===== src/rtl/write_intent_predictor.sv =====
module write_intent_predictor #(
  parameter int PC_W      = 32,
  parameter int IDX_W     = 9,
  parameter int CTR_W     = 2,
  parameter int CMP_W     = 10,
  parameter int BYP_LIMIT = 922,
  parameter logic [15:0] RND_SEED = 16'hACE1,
  parameter int CNT_W     = 16
) (
  input  logic             clk,
  input  logic             rst_n,
  input  logic             miss_valid,
  input  logic [PC_W-1:0]  miss_pc,
  input  logic             miss_is_write,
  input  logic             train_valid,
  input  logic [PC_W-1:0]  train_pc,
  input  logic             train_written,
  input  logic             train_pred_dirty,
  output logic             dec_valid,
  output logic             dec_install,
  output logic             dec_dirty,
  output logic [CNT_W-1:0] n_pd_ad,
  output logic [CNT_W-1:0] n_pc_ad,
  output logic [CNT_W-1:0] n_pc_ac,
  output logic [CNT_W-1:0] n_pd_ac
);
  localparam int ENTRIES = 1 << IDX_W;
  localparam logic [CTR_W-1:0] CTR_MAX  = '1;
  localparam logic [CTR_W-1:0] CTR_THR  = CTR_W'(1 << (CTR_W-1));
  localparam logic [CTR_W-1:0] CTR_INIT = CTR_W'((1 << (CTR_W-1)) - 1);
  localparam logic [CMP_W:0]   LIM      = (CMP_W+1)'(BYP_LIMIT);
  localparam logic [CNT_W-1:0] CNT_MAX  = '1;

  function automatic logic [IDX_W-1:0] sig(input logic [PC_W-1:0] pc);
    return pc[IDX_W+1:2] ^ pc[2*IDX_W+1:IDX_W+2];
  endfunction

  logic [CTR_W-1:0] tbl [ENTRIES];
  logic [15:0]      rnd;
  logic [CNT_W-1:0] cnt [4];

  wire [IDX_W-1:0] m_idx    = sig(miss_pc);
  wire [IDX_W-1:0] t_idx    = sig(train_pc);
  wire             m_pred   = tbl[m_idx] >= CTR_THR;
  wire             m_bypass = !miss_is_write && !m_pred && ({1'b0, rnd[CMP_W-1:0]} < LIM);
  wire             rnd_fb   = rnd[15] ^ rnd[13] ^ rnd[12] ^ rnd[10];
  wire [1:0]       o_sel    = {train_pred_dirty, train_written};

  always_ff @(posedge clk or negedge rst_n)
    if (!rst_n) rnd <= RND_SEED;
    else        rnd <= {rnd[14:0], rnd_fb};

  always_ff @(posedge clk or negedge rst_n)
    if (!rst_n) begin
      for (int i = 0; i < ENTRIES; i++) tbl[i] <= CTR_INIT;
    end else if (train_valid) begin
      if (train_written && tbl[t_idx] != CTR_MAX)  tbl[t_idx] <= tbl[t_idx] + 1'b1;
      else if (!train_written && tbl[t_idx] != '0) tbl[t_idx] <= tbl[t_idx] - 1'b1;
    end

  always_ff @(posedge clk or negedge rst_n)
    if (!rst_n) begin
      dec_valid   <= 1'b0;
      dec_install <= 1'b0;
      dec_dirty   <= 1'b0;
    end else begin
      dec_valid   <= miss_valid;
      dec_install <= miss_valid && !m_bypass;
      dec_dirty   <= miss_valid && (miss_is_write || m_pred);
    end

  always_ff @(posedge clk or negedge rst_n)
    if (!rst_n) begin
      for (int k = 0; k < 4; k++) cnt[k] <= '0;
    end else if (train_valid && cnt[o_sel] != CNT_MAX) begin
      cnt[o_sel] <= cnt[o_sel] + 1'b1;
    end

  assign n_pc_ac = cnt[0];
  assign n_pc_ad = cnt[1];
  assign n_pd_ac = cnt[2];
  assign n_pd_ad = cnt[3];

  p_dec_follows_miss_r2: assert property (@(posedge clk) disable iff (!rst_n)
    dec_valid == $past(miss_valid));
  p_write_installs_r3: assert property (@(posedge clk) disable iff (!rst_n)
    miss_valid && miss_is_write |=> dec_install && dec_dirty);
  p_dirty_needs_install_r4: assert property (@(posedge clk) disable iff (!rst_n)
    dec_dirty |-> dec_install && dec_valid);
  p_rnd_nonzero_r6: assert property (@(posedge clk) disable iff (!rst_n)
    rnd != 16'h0000);
  p_counts_monotonic_r9: assert property (@(posedge clk) disable iff (!rst_n)
    ##1 (n_pd_ad >= $past(n_pd_ad)) && (n_pc_ad >= $past(n_pc_ad)) &&
        (n_pc_ac >= $past(n_pc_ac)) && (n_pd_ac >= $past(n_pd_ac)));
  p_single_count_step_r9: assert property (@(posedge clk) disable iff (!rst_n)
    !train_valid |=> $stable(n_pd_ad) && $stable(n_pc_ad) && $stable(n_pc_ac) && $stable(n_pd_ac));
endmodule


===== config.mk =====
export PLATFORM = sky130hd
export DESIGN_NAME = write_intent_predictor
export DESIGN_NICKNAME = d
export VERILOG_FILES = /design/src/rtl/write_intent_predictor.sv
export SDC_FILE = /design/constraint.sdc
export NUM_CORES = 2
export LEC_CHECK = 0
export BUFFER_PORTS_ARGS = -buffer_cell sky130_fd_sc_hd__clkbuf_2
export CELL_PAD_IN_SITES_DETAIL_PLACEMENT = 0
export CELL_PAD_IN_SITES_GLOBAL_PLACEMENT = 1
export CORE_ASPECT_RATIO = 0.7
export CORE_MARGIN = 2
export CORE_UTILIZATION = 56
export DETAILED_ROUTE_END_ITERATION = 12
export PLACE_DENSITY_LB_ADDON = 0.2
export SYNTH_ARGS = -nofsm -noshare
export SYNTH_HDL_FRONTEND = slang
export SYNTH_SLANG_ARGS = --single-unit

===== constraint.sdc =====
create_clock -name clk -period 12.39 [get_ports clk]
set_input_delay 1.239 -clock clk [delete_from_list [all_inputs] [get_ports clk]]
set_output_delay 1.239 -clock clk [all_outputs]
set_load 0.01 [all_outputs]

* Word level (Yosys, flattened, before mapping) *
Cells that the tools add are included.

operators by class
  add/subtract/negate cells = 3
  multipliers = 0
  div/mod/pow operators = 0
  order comparisons = 7
  equal/unequal tests = 2
  shift operators = 0
  multiplexer cells = 18
  bitwise logic cells = 8
  reduce and logical (&&, ||, !) cells = 17

operators with widths
  operator               count
  $bwmux 1024            2
  $mux 1024              2
  $bwmux 64              1
  $mux 16                3
  $bmux 2 s9             2
  $bmux 16 s2            1
  $demux 16 s2           1
  $ge 10x10->1 const B   2
  $not 9->10             2
  $demux 2 s9            1
  $xor 9x9->9            2
  $add 16x1->16 const B  1
  $ne 16x16->1 const B   1
  $lt 10x1->1 const B    1
  $lt 10x10->1 const B   1
  $mux 2                 5
  $logic_and 1x1->1      9
  $logic_not 1->1        4
  $reduce_bool 2->1      2
  $ge 3x3->1 const B     1
  $lt 3x1->1 const B     1
  $not 2->3              1
  $xor 1x1->1            3
  $add 2x1->2 const B    1
  other kinds (5)        5

storage, ports and cells
  flip-flop bits (word level) = 1107
  latch bits = 0
  bits in writable memories = 0
  memory bits (read-only) = 0
  input port bits = 71
  output and inout port bits = 67
  logic and storage cells = 575
  memories kept = 0

* Depth between registers and ports, before layout *
  depth after elaboration = 11
  mapped depth = 24

* Worst setup path before layout *
No wires, ideal clock.

  kind = input -> register
  start point = in train_pc[11]
  end point = reg tbl[101] (netlist name)
  setup time = 125 ps
  data arrival time = 5784 ps
  data required time = 12265 ps
  setup slack = 6481 ps
  cell stages on the path = 20
  cell sequence = xor2_1 buf_4 buf_6 buf_4 buf_2 buf_2 mux4_2 mux4_2 nand2_1 a31oi_1 o21ai_0 nor3_1 ha_1 nor2b_1 o21ai_1 nor3_1 nand2_1 clkbuf_1 nor2_1 mux2_2

between the ends
  longest elaborated chain between the ends = 9
  elaborated cells between the ends (all ways) = 22
  classes of those cells = 2 x add/sub; 2 x order compare; 1 x eq/ne; 9 x mux; 2 x bitwise; 6 x reduce/logical

ends and longest elaborated chain
  item                                                                      line    text
  start, declared                                                           16      input logic [PC_W-1:0] train_pc,
  $xor 9x9->9 *                                                             35      return pc[IDX_W+1:2] ^ pc[2*IDX_W+1:IDX_W+2];
  $not 9->10 (implied by the code) *                                        57, 58
  $bmux 2 s9, or another cell as far along                                  57, 58
  $mux 2 (implied by the code) / $logic_and 1x1->1 (equally long branches)  57, 58
  $mux 2 (implied by the code)                                              57, 58
  $sub 2x1->2, or another cell as far along                                 58      else if (!train_written && tbl[t_idx] != '0) tbl[t_idx] <= tbl[t_idx] - 1'b1;
  $bwmux 1024, or another cell as far along                                 58
  $mux 1024 / $reduce_bool 2->1 (equally long branches)                     n/a
  $mux 1024 / $reduce_and 2->1 (equally long branches)                      n/a
  end, declared                                                             38      logic [CTR_W-1:0] tbl [ENTRIES];

Mark *: on every way between the ends. The rest lies on a longest branch, timed or not. The select of a mux whose other input is x is not followed.
A chain may end at the register's enable or synchronous reset.

* Final worst setup path *
  start point = in train_pc[12]
  end point = reg tbl[41] (netlist name)

Same word-level chain as after synthesis.

==> results.toml <==
[run_status]
status = "finished clean"

[sta]
slew_viol_final = 0
worst_slack_ns = 4.35
worstMarginPinSlew_ns = 1.33
hold_viol = 0
fin_crit_sh = 0.649
finalWorstPathRequiredPeriod_ns = 8.04
tns_ns = 0
clock_skew_ns = 0.0200
setup_viol = 0
rsz0062_at_grt = "false"
relSlewSlack = 0.109
fmax_mhz = 124

[worst_setup_path]
crit_chain = "clkbuf_2, xor2_4, buf_12, buf_4, mux4_2, mux4_2, o221ai_1, a21oi_1, a311oi_1, nor4b_4, buf_4, and2_1, ha_1, nor2b_1, o21ai_1, nor3_1, nand2_2, buf_4, nor2_1, mux2_2"
r2r_end = "tbl[41]"
cpMostUsedCell = "buf_4"
critPathMaxStageDelay_ns = 0.71
reg2reg_depth = 16
crit_slowest_cell = "buf_4"
worstPathArrival_ns = 8.63
crit_buf_inv = 5
startpoint_type = "primary input"
crit_fanout = 112
crit_required_ns = 12.99
endpoint_kind = "flop"
startpoint = "train_pc[12]"
critPathKind = "primary input to flop"
crit_family = "buffers and inverters"
regToRegSetupSlack_ns = 5.88

[power]
netSwitchingFraction = 0.309
irDropWorstVdd_v = 0.000282
seq_power_share = 0.436
p_clk_frac = 0.373
internal-power_mw = 6.36
p_per_area_nw_per_um2 = 148
combPwrFrac = 0.191
cellLeakagePower_nw = 24.2
power_mw = 9.21
p_sw_mw = 2.85

[route]
wl_per_cell_um = 27.7
routed_wl_um = 161000
avgViaCountPerCell = 6.90
drc_errors = 0
vias = 40100
first_pass_iters = 6
ant_nets = 0
drt-initial-drc-count = 4795

[clocking]
root_buffer = "clkbuf_16"
clock_latency_ns = 0.72
cts.htree.levels = 3
cts_resized = 0
cts_made_buffers = 107
clk_pin_slew_worst_paths_ns = 0.07
clock-sinks = 1107
post_cts_buffers = 0
clockBufferDepth = 3
holdBufCountCts = 0
cts_tree = "built"

[logic_synthesis]
syn_nets = 4650
yosys-top-cells-count = "dfrtp_1, dfstp_2, mux4_2"
synth_top_area_cell = "dfrtp_1"
synth_seq_area_share = 0.498
ys.flop_type = "dfrtp_1"
synthTopCellsByArea = "dfrtp_1, dfstp_2, mux4_2"
netlist_instances = 4576
synth_top_area_share = 0.258
ys_ff_latch = 1107
synth_cell_type_count = 58
synth-edff-count = 0
synth_warnings = 0
async_flop_share = 1.00
synth.most_common_cell = "dfrtp_1"
syn_area_per_cell_um2 = 12.5
synth_area_um2 = 57000

[layout]
final_nets = 4460
fill_cells = 7880
stdcell_area_um2 = 62100
drive_above_1_share = 0.408
area_growth_syn_to_layout_pct = 8.95

[placed_design]
dp_slack_ns = 3.62
place_area_um2 = 58400
dp_hpwl_um = 92100
io_buffers = 109
routabilityCongestion = 0.838

[floorplanning]
fp.coreArea_um2 = 100000
io_pins = 138
die_w_um = 385
die_area_um2 = 104000
start_util = 0.567
rows = 97
die_y_um = 271

[job]
maxCapViolations = 0

[grt]
track_usage = 0.311
antenna_found_initial = 4
grt_max_degree = 216
grt_pass1_vias = 38600
grt_overflow = 0
grt_pass1_wl_um = 248000

[worst_hold_path]
holdPathStages = 0
worst_hold_path_type = "flop to flop"
min_to = "rnd[15]"
min_from = "rnd[14]"
[per-stage QoR]
step	hold WS [ns]	util	cells
after floorplan	0.333	-	4576
after global placement	0.336	0.581	5613
after detailed placement	0.351	0.581	5613
after CTS	0.358	0.618	5813
after global routing	0.361	0.618	5813
final	0.355	0.618	5815
[worst max path at each step]
stage          endpoint  slack [ns]  cells after the start
3_5_place_dp    tbl[41]        3.62                     20
4_1_cts        tbl[873]        4.39                     20
5_1_grt         tbl[41]        3.98                     20
3_3_place_gp    tbl[41]        3.78                     20
6_report        tbl[41]        4.35                     20
2_1_floorplan  tbl[101]        6.48                     20
[cells by family (layout without fill, tap and decap cells)]
logic type	count (synthesis)	after routing	share of synthesized area
muxes	877	877	0.262
buffers and inverters	521	422	0.0384
other	0	2	0
xor gates and xnor gates	54	54	0.00830
and+or+nand+nor	579	579	0.0419
AOI/OAI and AO/OA	1435	1435	0.151
adders and majority gates	3	3	0.000659
DFF	1107	1107	0.498
[worst reg2reg max path: stages (launching register included)]
cell      delay (ns)
dfstp_2         0.37
mux4_2          0.48
mux4_2          0.50
mux2i_1         0.37
a21oi_1         0.14
a311oi_1        0.52
nor4b_4         0.11
buf_4           0.34
and2_1          0.25
ha_1            0.17
nor2b_1         0.43
o21ai_1         0.36
nor3_1          0.63
nand2_2         0.61
buf_4           0.51
nor2_1          0.25
mux2_2          0.36
[layout by cell type, fill, tap and decap left out, types with 30 or more instances in the layout]
master and count:
mux2i_1 30, clkbuf_16 111, o31ai_1 320, nor2_1 234, nand2_1 188, mux4_2 451, dfstp_2 520, buf_4 101
a21oi_1 328, nand3_1 33, clkbuf_1 35, o21ai_0 382, mux2_2 395, a31oi_1 327, clkbuf_2 108, dfrtp_1 587
[power groups by stage]
stage	clock network (mW)	logic [mW]	registers (mW)
after CTS	3.49	1.74	4.01
final	3.44	1.76	4.01
after floorplan	0	1.18	4.04
after detailed placement	0	1.74	4.06
after global routing	3.64	1.88	4.04
after global placement	0	1.73	4.06
[routing by layer]
layer	vias up	routed length [um]	track usage
met5	-	12	0
met4	2	4480	0.0879
met3	289	14600	0.0746
met2	1693	71300	0.445
met1	20900	70800	0.476
li1	17200	-	-
[cell type report]
type | instances | area [um2] | share of cell area
sequential | 1107 | 28400 | 0.457
tap | 1336 | 1670 | 0.0269
inverter | 2 | 7.51 | 0.000121
clock buffer | 169 | 3230 | 0.0520
antenna | 2 | 5.00 | 0.0000806
multi-input combinational | 2948 | 26900 | 0.433
clock inverter | 31 | 419 | 0.00675
timing repair buffer | 220 | 1510 | 0.0244
Note: power is estimated with default switching activity, not from simulation.
